--- config.mk ---
export PLATFORM = sky130hd
export DESIGN_NAME = sg_wear_leveler
export DESIGN_NICKNAME = d
export VERILOG_FILES = /design/src/rtl/sg_pkg.sv /design/src/rtl/sg_write_counter.sv /design/src/rtl/sg_gap_regs.sv /design/src/rtl/sg_translate.sv /design/src/rtl/sg_wear_leveler.sv
export SDC_FILE = /design/constraint.sdc
export NUM_CORES = 1
export LEC_CHECK = 0
export ABC_AREA = 1
export BUFFER_PORTS_ARGS = -buffer_cell sky130_fd_sc_hd__buf_2
export CORE_MARGIN = 5
export CORE_UTILIZATION = 42
export DETAILED_ROUTE_END_ITERATION = 16
export PLACE_DENSITY = 0.82
export SYNTH_ARGS = -nofsm -noshare
export SYNTH_HDL_FRONTEND = slang
export SYNTH_HIERARCHICAL = 1
export SYNTH_SLANG_ARGS = --single-unit
--- constraint.sdc ---
create_clock -name clk -period 2.1 [get_ports clk]
set_input_delay 0.105 -clock clk [delete_from_list [all_inputs] [get_ports clk]]
set_output_delay 0.105 -clock clk [all_outputs]
set_load 0.01 [all_outputs]
--- src/rtl/sg_pkg.sv ---
package sg_pkg;

   typedef enum logic {
      SG_SERVE = 1'b0,
      SG_COPY  = 1'b1
   } sg_state_e;

   function automatic bit sg_is_pow2(input int value);
      return (value > 0) && ((value & (value - 1)) == 0);
   endfunction

endpackage

--- src/rtl/sg_write_counter.sv ---
module sg_write_counter #(
   parameter int PSI = 100
) (
   input  logic clk,
   input  logic rst_n,
   input  logic inc,
   input  logic clear,
   output logic due
);
   localparam int CNT_W = (PSI > 1) ? $clog2(PSI + 1) : 1;
   localparam logic [CNT_W-1:0] LIMIT = CNT_W'(PSI);

   logic [CNT_W-1:0] cnt_q;

   always_ff @(posedge clk) begin
      if (!rst_n) begin
         cnt_q <= '0;
      end else if (clear) begin
         cnt_q <= '0;
      end else if (inc && (cnt_q != LIMIT)) begin
         cnt_q <= cnt_q + 1'b1;
      end
   end

   assign due = (cnt_q == LIMIT);

endmodule

--- src/rtl/sg_gap_regs.sv ---
module sg_gap_regs #(
   parameter int LINES = 8,
   localparam int LA_W = (LINES > 1) ? $clog2(LINES) : 1,
   localparam int PA_W = $clog2(LINES + 1)
) (
   input  logic            clk,
   input  logic            rst_n,
   input  logic            advance,
   output logic [LA_W-1:0] start_o,
   output logic [PA_W-1:0] gap_o,
   output logic [PA_W-1:0] src_o
);
   localparam logic [PA_W-1:0] TOP_SLOT = PA_W'(LINES);

   logic [LA_W-1:0] start_q;
   logic [PA_W-1:0] gap_q;
   logic [LA_W-1:0] start_next;
   logic            wrap;

   assign wrap = (gap_q == '0);

   generate
      if (sg_pkg::sg_is_pow2(LINES)) begin : g_start_pow2
         assign start_next = start_q + 1'b1;
      end else begin : g_start_mod
         assign start_next = (start_q == LA_W'(LINES - 1)) ? '0 : start_q + 1'b1;
      end
   endgenerate

   always_ff @(posedge clk) begin
      if (!rst_n) begin
         start_q <= '0;
         gap_q   <= TOP_SLOT;
      end else if (advance) begin
         if (wrap) begin
            gap_q   <= TOP_SLOT;
            start_q <= start_next;
         end else begin
            gap_q <= gap_q - 1'b1;
         end
      end
   end

   assign start_o = start_q;
   assign gap_o   = gap_q;
   assign src_o   = wrap ? TOP_SLOT : gap_q - 1'b1;

endmodule

--- src/rtl/sg_translate.sv ---
module sg_translate #(
   parameter int LINES = 8,
   localparam int LA_W = (LINES > 1) ? $clog2(LINES) : 1,
   localparam int PA_W = $clog2(LINES + 1)
) (
   input  logic [LA_W-1:0] la,
   input  logic [LA_W-1:0] start,
   input  logic [PA_W-1:0] gap,
   output logic [PA_W-1:0] pa
);
   logic [PA_W-1:0] rotated;

   generate
      if (sg_pkg::sg_is_pow2(LINES)) begin : g_rot_pow2
         logic [LA_W-1:0] low_sum;
         assign low_sum = la + start;
         assign rotated = PA_W'(low_sum);
      end else begin : g_rot_mod
         logic [PA_W:0] full_sum;
         assign full_sum = (PA_W + 1)'(la) + (PA_W + 1)'(start);
         assign rotated  = (full_sum >= (PA_W + 1)'(LINES))
                           ? PA_W'(full_sum - (PA_W + 1)'(LINES))
                           : PA_W'(full_sum);
      end
   endgenerate

   assign pa = (rotated >= gap) ? rotated + PA_W'(1) : rotated;

endmodule

--- src/rtl/sg_wear_leveler.sv ---
module sg_wear_leveler
   import sg_pkg::*;
#(
   parameter int LINES  = 8,
   parameter int PSI    = 100,
   parameter int DATA_W = 32,
   localparam int LA_W  = (LINES > 1) ? $clog2(LINES) : 1,
   localparam int PA_W  = $clog2(LINES + 1)
) (
   input  logic              clk,
   input  logic              rst_n,
   input  logic              req_valid,
   input  logic              req_write,
   input  logic [LA_W-1:0]   req_addr,
   input  logic [DATA_W-1:0] req_wdata,
   output logic              req_ready,
   output logic              rsp_valid,
   output logic [DATA_W-1:0] rsp_rdata,
   output logic              mem_en,
   output logic              mem_we,
   output logic [PA_W-1:0]   mem_addr,
   output logic [DATA_W-1:0] mem_wdata,
   input  logic [DATA_W-1:0] mem_rdata
);
   generate
      if (LINES < 2) begin : g_bad_lines
         $error("sg_wear_leveler: LINES must be at least 2");
      end
      if (PSI < 1) begin : g_bad_psi
         $error("sg_wear_leveler: PSI must be at least 1");
      end
      if (DATA_W < 1) begin : g_bad_width
         $error("sg_wear_leveler: DATA_W must be at least 1");
      end
   endgenerate

   sg_state_e       state_q, state_d;
   logic            move_due;
   logic            in_copy;
   logic            fire;
   logic            start_move;
   logic [LA_W-1:0] start_cur;
   logic [PA_W-1:0] gap_cur;
   logic [PA_W-1:0] src_addr;
   logic [PA_W-1:0] req_pa;
   logic            rsp_q;

   assign in_copy    = (state_q == SG_COPY);
   assign start_move = (state_q == SG_SERVE) && move_due;
   assign req_ready  = (state_q == SG_SERVE) && !move_due;
   assign fire       = req_valid && req_ready;

   sg_write_counter #(.PSI(PSI)) u_count (
      .clk   (clk),
      .rst_n (rst_n),
      .inc   (fire && req_write),
      .clear (start_move),
      .due   (move_due)
   );

   sg_gap_regs #(.LINES(LINES)) u_regs (
      .clk     (clk),
      .rst_n   (rst_n),
      .advance (in_copy),
      .start_o (start_cur),
      .gap_o   (gap_cur),
      .src_o   (src_addr)
   );

   sg_translate #(.LINES(LINES)) u_map (
      .la    (req_addr),
      .start (start_cur),
      .gap   (gap_cur),
      .pa    (req_pa)
   );

   always_comb begin
      state_d   = state_q;
      mem_en    = 1'b0;
      mem_we    = 1'b0;
      mem_addr  = req_pa;
      mem_wdata = req_wdata;
      unique case (state_q)
         SG_SERVE: begin
            if (move_due) begin
               mem_en   = 1'b1;
               mem_addr = src_addr;
               state_d  = SG_COPY;
            end else if (req_valid) begin
               mem_en = 1'b1;
               mem_we = req_write;
            end
         end
         SG_COPY: begin
            mem_en    = 1'b1;
            mem_we    = 1'b1;
            mem_addr  = gap_cur;
            mem_wdata = mem_rdata;
            state_d   = SG_SERVE;
         end
         default: state_d = SG_SERVE;
      endcase
   end

   always_ff @(posedge clk) begin
      if (!rst_n) begin
         state_q <= SG_SERVE;
         rsp_q   <= 1'b0;
      end else begin
         state_q <= state_d;
         rsp_q   <= fire && !req_write;
      end
   end

   assign rsp_valid = rsp_q;
   assign rsp_rdata = mem_rdata;

endmodule

Word-level counts from Yosys, hierarchy flattened

Cells that the tools add are included.

Input bits: 71
Output and inout port bits: 72
Word-level logic and storage cells: 39
Register bits after elaboration: 16

Reduce and logical (&&, ||, !) cells: 11
Bitwise logic cells: 2
Multiplexer cells: 13
$add $sub $neg: 5
Order comparisons: 1
Equality and inequality tests: 2

Operators with widths:

| cell                  | count |
|---|---|
| $mux W32              | 1 |
| $mux W4               | 3 |
| $pmux W4 S2           | 1 |
| $add A7 B1 Y7 const B | 1 |
| $eq A7 B7 Y1 const B  | 1 |
| $ne A7 B7 Y1 const B  | 1 |
| $logic_and A1 B1 Y1   | 6 |
| $pmux W1 S2           | 3 |
| $mux W1               | 5 |
| $add A3 B1 Y4 const B | 1 |
| $ge A3 B4 Y1          | 1 |
| $logic_not A4 Y1      | 1 |
| $sub A4 B1 Y4 const B | 1 |
| $add A3 B1 Y3 const B | 1 |
| $add A3 B3 Y3         | 1 |
| $logic_not A1 Y1      | 2 |
| $not A1 Y1            | 2 |
| $reduce_and A2 Y1     | 1 |
| $reduce_or A2 Y1      | 1 |

Logic depth before layout (Yosys ltp)

Gate-level depths: netlist (run 1).

Depth after elaboration: 6
Mapped depth: 14
Mapped depth without buffers: 14

Modules after synthesis

Netlist (run 1), hierarchy kept.

Modules (own cells, without submodules):

| module           | seq. area each (um^2) | instances | cells each | area an instance (um^2) |
|---|---|---|---|---|
| sg_wear_leveler  | 40.0                  | 1         | 168        | 854.6 |
| sg_write_counter | 140.1                 | 1         | 71         | 480.5 |
| sg_gap_regs      | 140.1                 | 1         | 51         | 364.1 |
| sg_translate     | 0.0                   | 1         | 47         | 275.3 |

Least setup slack after synthesis (run 1)

Ideal clock, no wire load.

Kind: register to output
Start point: register u_regs.start_q[0], in the netlist u_regs/start_o[0]
End point: output port mem_addr[2]
Slack: 102 ps
Data required time: 1,995 ps
Cell stages (with the launch flop): 13
Buffers on the path: 0
Data arrival time: 1,893 ps
Path through: dfxtp_1 -> ha_1 -> fa_1 -> ha_1 -> nand2_1 -> nand3_1 -> nand2_1 -> clkinv_2 -> nand2_4 -> nand2_1 -> nand2_1 -> nand2_1 -> nand3_1

Cells in the longest elaborated chain, start to end: 5
Elaborated cells between the ends (all ways): 6
Classes of those cells: add/sub: 2; order compare: 1; mux: 3

RTL lines:

| element                                       | line                  | RTL |
|---|---|---|
| start, declared                               | sg_gap_regs.sv:15     | `logic [LA_W-1:0] start_q;` |
| start signal, assigned                        | sg_gap_regs.sv:37     | `start_q <= start_next;` |
| $add A3 B3 Y3 (*)                             | sg_translate.sv:16    | `assign low_sum = la + start;` |
| $ge A3 B4 Y1 or $add A3 B1 Y4 (tied branches) | sg_translate.sv:27    | `assign pa = (rotated >= gap) ? rotated + PA_W'(1) : rotated;` |
| $mux W4 (*)                                   | sg_translate.sv:27    |  |
| via req_pa[2]                                 | sg_wear_leveler.sv:45 | `logic [PA_W-1:0] req_pa;` |
| $mux W4 (*)                                   | sg_wear_leveler.sv:85 | `if (move_due) begin` |
| $pmux W4 S2 (*)                               | sg_wear_leveler.sv:83 | `unique case (state_q)` |
| end, declared                                 | sg_wear_leveler.sv:21 | `output logic [PA_W-1:0] mem_addr,` |

The timed path passes the listed nets; every way through them passes the cells marked *.

Worst setup path in the final report (run 1)

Start point: register u_regs.start_q[0], in the netlist u_regs/start_o[0]
End point: output port mem_addr[1]

Same word-level chain as after synthesis.

==> out/qor.yml, run 1 <==
synth:
  synth_top_area_frac: 0.2871
  netlist_top_cells_count: "151 x nand2_1, 34 x buf_4, 30 x inv_1, 26 x nand3_1, 16 x dfxtp_1"
  syn-num-nets: 416
  synth_edf_count: 0
  synth.avg_cell_area_um2: 5.859
  ys.flop_type: "dfxtp_1"
  synth_area_leaders: "nand2_1 29%, dfxtp_1 16%, buf_4 13%"
  synthCells: 337
  syn-cell-area_mm2: 0.001974
  synth_cell_types: 29
  synth-seq-cells: 16
  yosysMostFrequentCell: "nand2_1"
  async_flop_share: 0
  synth_seq_area_share: 0.1622
  yosysTopAreaCell: "nand2_1"
  synth_warnings: 6
sta:
  layout_min_cycle_time_ps: 2429
  setup_ws_ps: -328.6
  finalCritPeriodShare: 1.156
  hold_viol_final: 0
  worst_pin_slew_ps: 471.8
  drv_slew: 0
  slew_headroom: 0.6855
  rsz0062_at_grt: "true"
  tns_ps: -1253
  skew_ps: 2.880
  timing.fmax_mhz: 411.8
  setup_viol: 4
setup_path:
  critPathBufInv: 2
  crit_path_frequent_cell: "nand2_2"
  ff2ff_setup_slack_ps: 200
  r2r_end: "u_count/cnt_q[1]"
  endpoint: "mem_addr[1]"
  cp.depth: 13
  slowest_stage: "fa_1"
  r2r_cells: 13
  crit_path_end_kind: "primary output"
  slowest_delay_ps: 490
  worstPathMaxFanout: 4
  crit_family: "adder cells"
  r2r-start: "u_count/cnt_q[1]"
  required_ps: 2000
  cp.arrival_ps: 2320
  path_class: "flop to primary output"
  crit_start: "u_regs/start_o[0]"
  crit_path_start_kind: "flop"
  cp_cell_sequence: "ha_4, fa_1, ha_1, nand2_2, nand3_2, nand2_2, inv_4, nand2_4, nand2_2, nand2_2, nand2_1, nand3_1, buf_2"
final_layout:
  nNetsFinal: 525
  final_area_mm2: 0.002530
  area_growth_pct: 28.14
  drive_gt1_frac: 0.4225
  antenna_cells: 0
placed_design:
  place_area_mm2: 0.002436
  gp_congestion: 0.8491
  dp_hpwl_um: 4939
  portBuffers: 142
power_and_ir_drop:
  powerDensity_mw_per_mm2: 338.8
  p_total_uw: 857.3
  irDropWorstVdd_v: 0.0002835
  power.leakage_uw: 0.001494
worst_hold_path:
  min_from: "req_write"
  hold_depth: 3
  hp-class: "input pin to flop"
floorplan:
  rows: 25
  chipHeight_um: 78.57
  core-area_mm2: 0.004629
  ios: 143
  die_w_um: 78.57
  initial_core_util: 0.4265
  dieArea_mm2: 0.006172
clocking:
  clockBufferDepth: 2
  tritoncts: "built"
  cts_root_buf: "clkbuf_8"
  clkLatencyLatePin_ps: 250
  clk_pin_slew_worst_paths_ps: 70
  numCtsBuffers: 3
  htreeDepth: 1
  clock-sinks: 16
  cts-hold-fix-buffers: 0
drt:
  drt_wl_total_um: 6111
  wl_met2_um: 3190
  drc_errors: 0
  routed.top_layer: "met4"
  firstDrtPassIters: 4
  wire_per_inst_um: 12.25
  vias: 2315
  drt_iter0_markers: 82
  drt-met1-wl_um: 2484
  vias_per_cell: 4.639
  ant_nets: 0
  wl_met3_um: 422
global_routing:
  grt_antenna_before_repair: 0
  grt_pass1_vias: 2135
  grt_usage: 0.1856
  grt_pass1_wl_um: 9591
  grt_max_degree: 47
  overflow: 0
outcome:
  status: "finished with violations"
  violations: "setup timing"
flow_run:
  maxCapViolCount: 0
[tightest hold or removal path, delay by kind of cell]
kind	cells	cell delay, ps
buffers and inverters	1	80
and+or+nand+nor	2	140
[cell families (layout without fill, tap and decap cells)]
logic type,Yosys count,in the layout,synth area share
buffers and inverters,82,190,0.2541
and+or+nand+nor,211,211,0.4715
DFF,16,16,0.1622
AOI/OAI and AO/OA,18,18,0.04879
xor gates and xnor gates,2,2,0.008874
adders and majority gates,8,8,0.05450
[stage by stage]
stage	cells	hold WS [ps]	utilization	worst slack, ps
floorplan	337	243.4	-	102.0
global route	499	123.6	0.5465	-470.8
finish	499	121.8	0.5465	-328.6
global placement	495	367.4	0.5262	43.60
detailed placement	495	381.9	0.5262	6.674
CTS	499	113.9	0.5395	-255.8
[timing repair]
action / in CTS / in global routing
setup endpoints to repair: 4 / 8
setup buffers: 0 / 0
pin swaps: 0 / 9
hold endpoints to repair: 0 / 0
gates resized for setup: 3 / 10
[state kept, by name (all words and copies together) (netlist names)]
register and flops:
u_regs/start_o 3, in_copy 1, u_regs/gap_o 4, u_count/cnt_q 7, rsp_valid 1
[cell type report]
cell class,instances,area [um2]
clock buffers,4,55.05
fillers,462,2100
inverters,39,148.9
multi-input cells,239,1187
flip-flops and latches,16,322.8
well taps,54,67.56
repair buffers,147,748.2
[cell usage in the layout (no fill, tap or decap), types with 2 or more instances in the layout]
cell type | Yosys | layout
dfxtp_2 | 0 | 2
nand3_2 | 1 | 2
nor2_4 | 3 | 3
nand2_1 | 151 | 144
a21oi_1 | 9 | 9
nand4_1 | 4 | 4
nor2_1 | 12 | 12
dfxtp_1 | 16 | 14
inv_1 | 30 | 30
inv_2 | 7 | 7
nand3_1 | 26 | 25
buf_2 | 1 | 142
nor2_2 | 3 | 3
o21ai_1 | 2 | 2
ha_1 | 7 | 6
xor2_1 | 2 | 2
nand2_2 | 5 | 12
clkbuf_8 | 0 | 4
o21ai_0 | 5 | 5
nand2_4 | 4 | 4
buf_4 | 34 | 5
[worst min-delay path by stage]
stage / endpoint
2_1_floorplan: u_regs/gap_o[0]
3_3_place_gp: rsp_valid
3_5_place_dp: rsp_valid
4_1_cts: rsp_valid
5_1_grt: rsp_valid
6_report: rsp_valid
[routing by layer]
| metal | vias up | global-route usage |
|---|---|---|
| met5 | - | 0 |
| met4 | 0 | 0.03322 |
| met3 | 2 | 0.03555 |
| met2 | 70 | 0.3404 |
| met1 | 1026 | 0.2243 |
| li1 | 1217 | - |
[power breakdown]
group          internal (uW)  switching (uW)  leakage (uW)
sequential               307            3.98      0.000130
combinational            128             145       0.00133
clock                    166             107     0.0000288
total                    601             256       0.00149
(Power assumes the default switching activity.)
==> inputs of run 2 (changes only) <==
REMOVE_ABC_BUFFERS = 1   (was unset)
==> out/qor.yml, run 2 (synthesis gave the netlist of run 1 again) <==
outcome:
  status: "finished with violations"
  violations: "setup timing"
sta:
  finalCritPeriodShare: 1.175
  rsz0062_at_grt: "true"
  slew_headroom: 0.6760
  timing.fmax_mhz: 405.4
  drv_slew: 0
  layout_min_cycle_time_ps: 2467
  setup_viol: 4
  setup_ws_ps: -366.9
  skew_ps: 4.281
  hold_viol_final: 0
  worst_pin_slew_ps: 485.3
clocking:
  numCtsBuffers: 3
  clockBufferDepth: 2
  cts-hold-fix-buffers: 0
  clk_pin_slew_worst_paths_ps: 60
  cts_root_buf: "clkbuf_8"
  clock-sinks: 16
  clkLatencyLatePin_ps: 250
  tritoncts: "built"
  htreeDepth: 1
global_routing:
  grt_antenna_before_repair: 0
  grt_pass1_wl_um: 9646
  grt_pass1_vias: 2309
  grt_max_degree: 39
  overflow: 0
  grt_usage: 0.1898
setup_path:
  crit_path_start_kind: "flop"
  cp.arrival_ps: 2360
  required_ps: 2000
  worstPathMaxFanout: 4
  path_class: "flop to primary output"
  crit_start: "u_regs/start_o[0]"
  crit_path_end_kind: "primary output"
  r2r_cells: 13
  r2r-start: "u_count/cnt_q[0]"
drt:
  drc_errors: 0
  ant_nets: 0
  drt_iter0_markers: 141
  vias: 2371
  firstDrtPassIters: 4
  wire_per_inst_um: 12.01
  drt_wl_total_um: 6027
  vias_per_cell: 4.723
power_and_ir_drop:
  power.leakage_uw: 0.001509
  powerDensity_mw_per_mm2: 318.4
  irDropWorstVdd_v: 0.0001965
  p_total_uw: 810.3
final_layout:
  seq_area_um2: 324.1
  drive_gt1_frac: 0.4263
  final_cell_mix: "145 x nand2_1, 142 x buf_2, 30 x inv_1, 25 x nand3_1, 13 x dfxtp_1"
  area_growth_pct: 28.90
  largest_register_ffs: 7
  top_register: "u_count/cnt_q"
  antenna_cells: 0
  final_common_cell: "nand2_1"
  multi_input_area_mm2: 0.001185
  n_fill_cell: 454
  nNetsFinal: 529
flow_run:
  maxCapViolCount: 0
worst_hold_path:
  hold_depth: 3
  min_from: "req_write"
  hp-class: "input pin to flop"
floorplan:
  initial_core_util: 0.4265
  dieArea_mm2: 0.006172
  rows: 25
  chipHeight_um: 78.57
  die_w_um: 78.57
  core-area_mm2: 0.004629
  ios: 143
placed_design:
  portBuffers: 142
  dp_hpwl_um: 4929
  dp_slack_ps: -47.02
  gp_congestion: 0.8725
-- run 2: where the power goes --
part,switching [uW],total (uW),internal [uW]
registers,4.02,312,308
clock network,99.8,227,127
logic,144,272,128
total,248,810,562
-- run 2: through the flow --
stage | TNS [ps] | instance area (um2) | util | instances | hold slack [ps]
after floorplan | -59.00 | 1620 | - | 294 | 210.0
after detailed placement | -111.4 | 2451 | 0.5295 | 497 | 373.8
after CTS | -1168 | 2516 | 0.5435 | 501 | 114.5
final | -1340 | 2545 | 0.5497 | 502 | 114.4
after global placement | 0 | 2451 | 0.5295 | 497 | 368.0
after global routing | -1767 | 2545 | 0.5497 | 502 | 122.4
-- run 2: layout make-up --
cell class              instances  area share
multi-input cells             239      0.4656
repair buffers                151      0.3058
flip-flops and latches         16      0.1273
inverters                      39     0.05851
well taps                      54     0.02655
clock buffers                   3     0.01622
-- run 2: repair_timing --
item	in CTS	in global routing
setup endpoints to repair	4	11
endpoints found under the hold margin	0	0
pin swaps	5	15
buffers inserted	1	1
gates resized for setup	4	9
-- run 2: path summary, 6_finish.rpt --
kind              slack (ps)                end
setup / recovery        -370        mem_addr[0]
hold / removal           110          rsp_valid
setup reg to reg         200   u_count/cnt_q[1]
hold reg to reg          520  u_regs/start_o[1]
-- run 2: layer usage --
metal / part of all wire / track usage / vias to the layer above / routed length (um)
met1: 0.38 / 0.1909 / 1027 / 2281
met2: 0.50 / 0.3540 / 104 / 3040
met3: 0.083 / 0.05963 / 18 / 503
met4: 0.033 / 0.08392 / 0 / 201
met5: 0 / 0 / - / 0
li1: - / - / 1222 / -
-- run 2: worst max-delay path: stages, from the launching register on --
cell and delay [ps]:
dfxtp_2 330, ha_4 160, fa_1 510, ha_1 330, nand2_2 80, nand3_2 60
nand2_2 100, inv_4 50, buf_4 120, nand3_1 60, nand2_1 50, nand2_1 50
nand3_1 70, buf_2 140
==> inputs of run 3 (changes only) <==
CORE_UTILIZATION = 40   (was 42)
SLEW_MARGIN = 10   (was unset)
SYNTH_HIERARCHICAL = unset   (was 1)
==> out/qor.yml, run 3 <==
synth:
  synth_area_leaders: "nand2_1 30%, dfxtp_1 18%, buf_4 14%"
  yosysTopAreaCell: "nand2_1"
  synth_top_area_frac: 0.3000
  yosysMostFrequentCell: "nand2_1"
  synth_warnings: 0
  syn-cell-area_mm2: 0.001777
  synth_cell_types: 31
  async_flop_share: 0
  netlist_top_cells_count: "142 x nand2_1, 33 x buf_4, 28 x inv_1, 18 x a21oi_1, 16 x dfxtp_1"
  synth_edf_count: 0
  synth.avg_cell_area_um2: 5.787
  synth-seq-cells: 16
  synthCells: 307
  synth_seq_area_share: 0.1803
  ys.flop_type: "dfxtp_1"
global_routing:
  grt_pass1_wl_um: 9701
  grt_antenna_before_repair: 0
  grt_pass1_vias: 2220
  overflow: 0
  grt_usage: 0.1972
  grt_max_degree: 39
drt:
  drc_errors: 0
  drt_iter0_markers: 113
  wire_per_inst_um: 12.79
  vias_per_cell: 4.742
  vias: 2224
  ant_nets: 0
  drt_wl_total_um: 6000
  firstDrtPassIters: 4
final_layout:
  top_register: "u_count.cnt_q"
  post-route-util: 0.5492
  final_area_mm2: 0.002375
  area_growth_pct: 33.66
  nNetsFinal: 498
  stdcell_count: 469
  multi_input_area_mm2: 0.001079
  n_fill_cell: 472
  final_common_cell: "buf_2"
  seq_area_um2: 321.6
  antenna_cells: 0
  largest_register_ffs: 7
  drive_gt1_frac: 0.4077
  final_cell_mix: "142 x buf_2, 139 x nand2_1, 27 x inv_1, 18 x a21oi_1, 15 x dfxtp_1"
clocking:
  clkLatencyLatePin_ps: 250
  htreeDepth: 1
  clk_pin_slew_worst_paths_ps: 60
  clock-sinks: 16
  clockBufferDepth: 2
  numCtsBuffers: 3
  post_cts_buffers: 0
  cts_root_buf: "clkbuf_8"
  tritoncts: "built"
sta:
  layout_min_cycle_time_ps: 2323
  rsz0062_at_grt: "true"
  setup_viol: 4
  drv_slew: 0
  slew_headroom: 0.7501
  timing.fmax_mhz: 430.5
  worst_pin_slew_ps: 374.9
  setup_ws_ps: -222.7
  skew_ps: 1.450
  hold_viol_final: 0
  worst_hold_slack_ps: 32.41
  finalCritPeriodShare: 1.106
placed_design:
  portBuffers: 142
  place_area_mm2: 0.002312
  dp.cells: 466
  gp_congestion: 0.8824
  dp_hpwl_um: 5021
  dp_slack_ps: -71.93
outcome:
  status: "finished with violations"
  violations: "setup timing"
setup_path:
  crit_path_start_kind: "flop"
  cp.arrival_ps: 2220
  slowest_delay_ps: 480
  r2r-start: "u_count.cnt_q[0]"
  crit_path_frequent_cell: "nand2_1"
  worstPathMaxFanout: 4
  crit_start: "u_regs.start_o[0]"
  slowest_stage: "fa_1"
  crit_path_end_kind: "primary output"
  cp_cell_sequence: "ha_4, fa_1, ha_1, nand2_2, nand2_1, nand2_1, nand2_2, nand2_2, nand2_1, nand2_1, nand2_1, nand2_1, buf_2"
  required_ps: 2000
  path_class: "flop to primary output"
worst_hold_path:
  hp-class: "input pin to flop"
  min_from: "req_write"
floorplan:
  core-area_mm2: 0.004324
  die_w_um: 76.65
  rows: 24
  chipHeight_um: 76.65
  initial_core_util: 0.4109
  ios: 143
  dieArea_mm2: 0.005874
power_and_ir_drop:
  power.leakage_uw: 0.001408
  powerDensity_mw_per_mm2: 340.1
  comb_power_share: 0.330
  p_int_uw: 559.0
  p_sw_uw: 248.7
  clockPowerShare: 0.287
  irDropWorstVdd_v: 0.0001518
  p_sw_frac: 0.3079
  seqPwrFrac: 0.384
flow_run:
  maxCapViolCount: 0
==> run 3: stage by stage <==
stage | power, uW | TNS, ps
global route | 863.1 | -1414
global placement | 577.7 | 0
detailed placement | 582.3 | -100.5
floorplan | 403.5 | -2002
CTS | 817.2 | -1022
finish | 807.7 | -755.2
==> run 3: power groups by stage <==
| stage | Sequential (uW) | Clock [uW] | Combinational [uW] |
|---|---|---|---|
| final | 310 | 231 | 266 |
| after global routing | 310 | 256 | 298 |
| after CTS | 310 | 238 | 269 |
| after detailed placement | 317 | 0 | 266 |
| after global placement | 316 | 0 | 261 |
| after floorplan | 316 | 0 | 87.0 |
==> run 3: final cells by class <==
cell class,instances,area share
well taps,52,0.02740
multi-input cells,219,0.4542
inverters,32,0.05058
clock buffers,3,0.01739
repair buffers,147,0.3151
flip-flops and latches,16,0.1354
==> run 3: final timing paths <==
| kind | slack, ps | endpoint | cells past startpoint |
|---|---|---|---|
| hold / removal | 30 | rsp_valid | 2 |
| setup reg to reg | 760 | u_count.cnt_q[6] | 7 |
| hold reg to reg | 490 | u_count.cnt_q[6] | 2 |
| setup / recovery | -220 | mem_addr[2] | 13 |
==> run 3: timing repair <==
action	4_1_cts	5_1_grt
pin swaps	6	2
hold buffers	0	0
setup endpoints to repair	4	4
gates resized for setup	6	1
==> run 3: kinds of logic after synthesis <==
| logic type | share of synthesized area |
|---|---|
| adder cells (fa/ha/maj) | 0.06056 |
| flip-flops | 0.1803 |
| AND/OR/NAND/NOR | 0.4247 |
| AO/OA/AOI/OAI | 0.09085 |
| XOR/XNOR | 0.01972 |
| buffers and inverters | 0.2239 |
==> run 3: per-layer routing <==
layer,vias up,track usage,part of all wire
li1,1139,-,-
met1,983,0.1912,0.35
met2,88,0.3647,0.52
met3,14,0.07565,0.10
met4,0,0.08741,0.029
met5,-,0,0
==> run 3: worst max-delay path, delay by kind of cell, from the launching register on <==
| family | cells | cell delay, ps |
|---|---|---|
| flops | 1 | 340 |
| simple gates | 9 | 550 |
| buf+inv | 1 | 140 |
| fa+ha+maj | 3 | 940 |
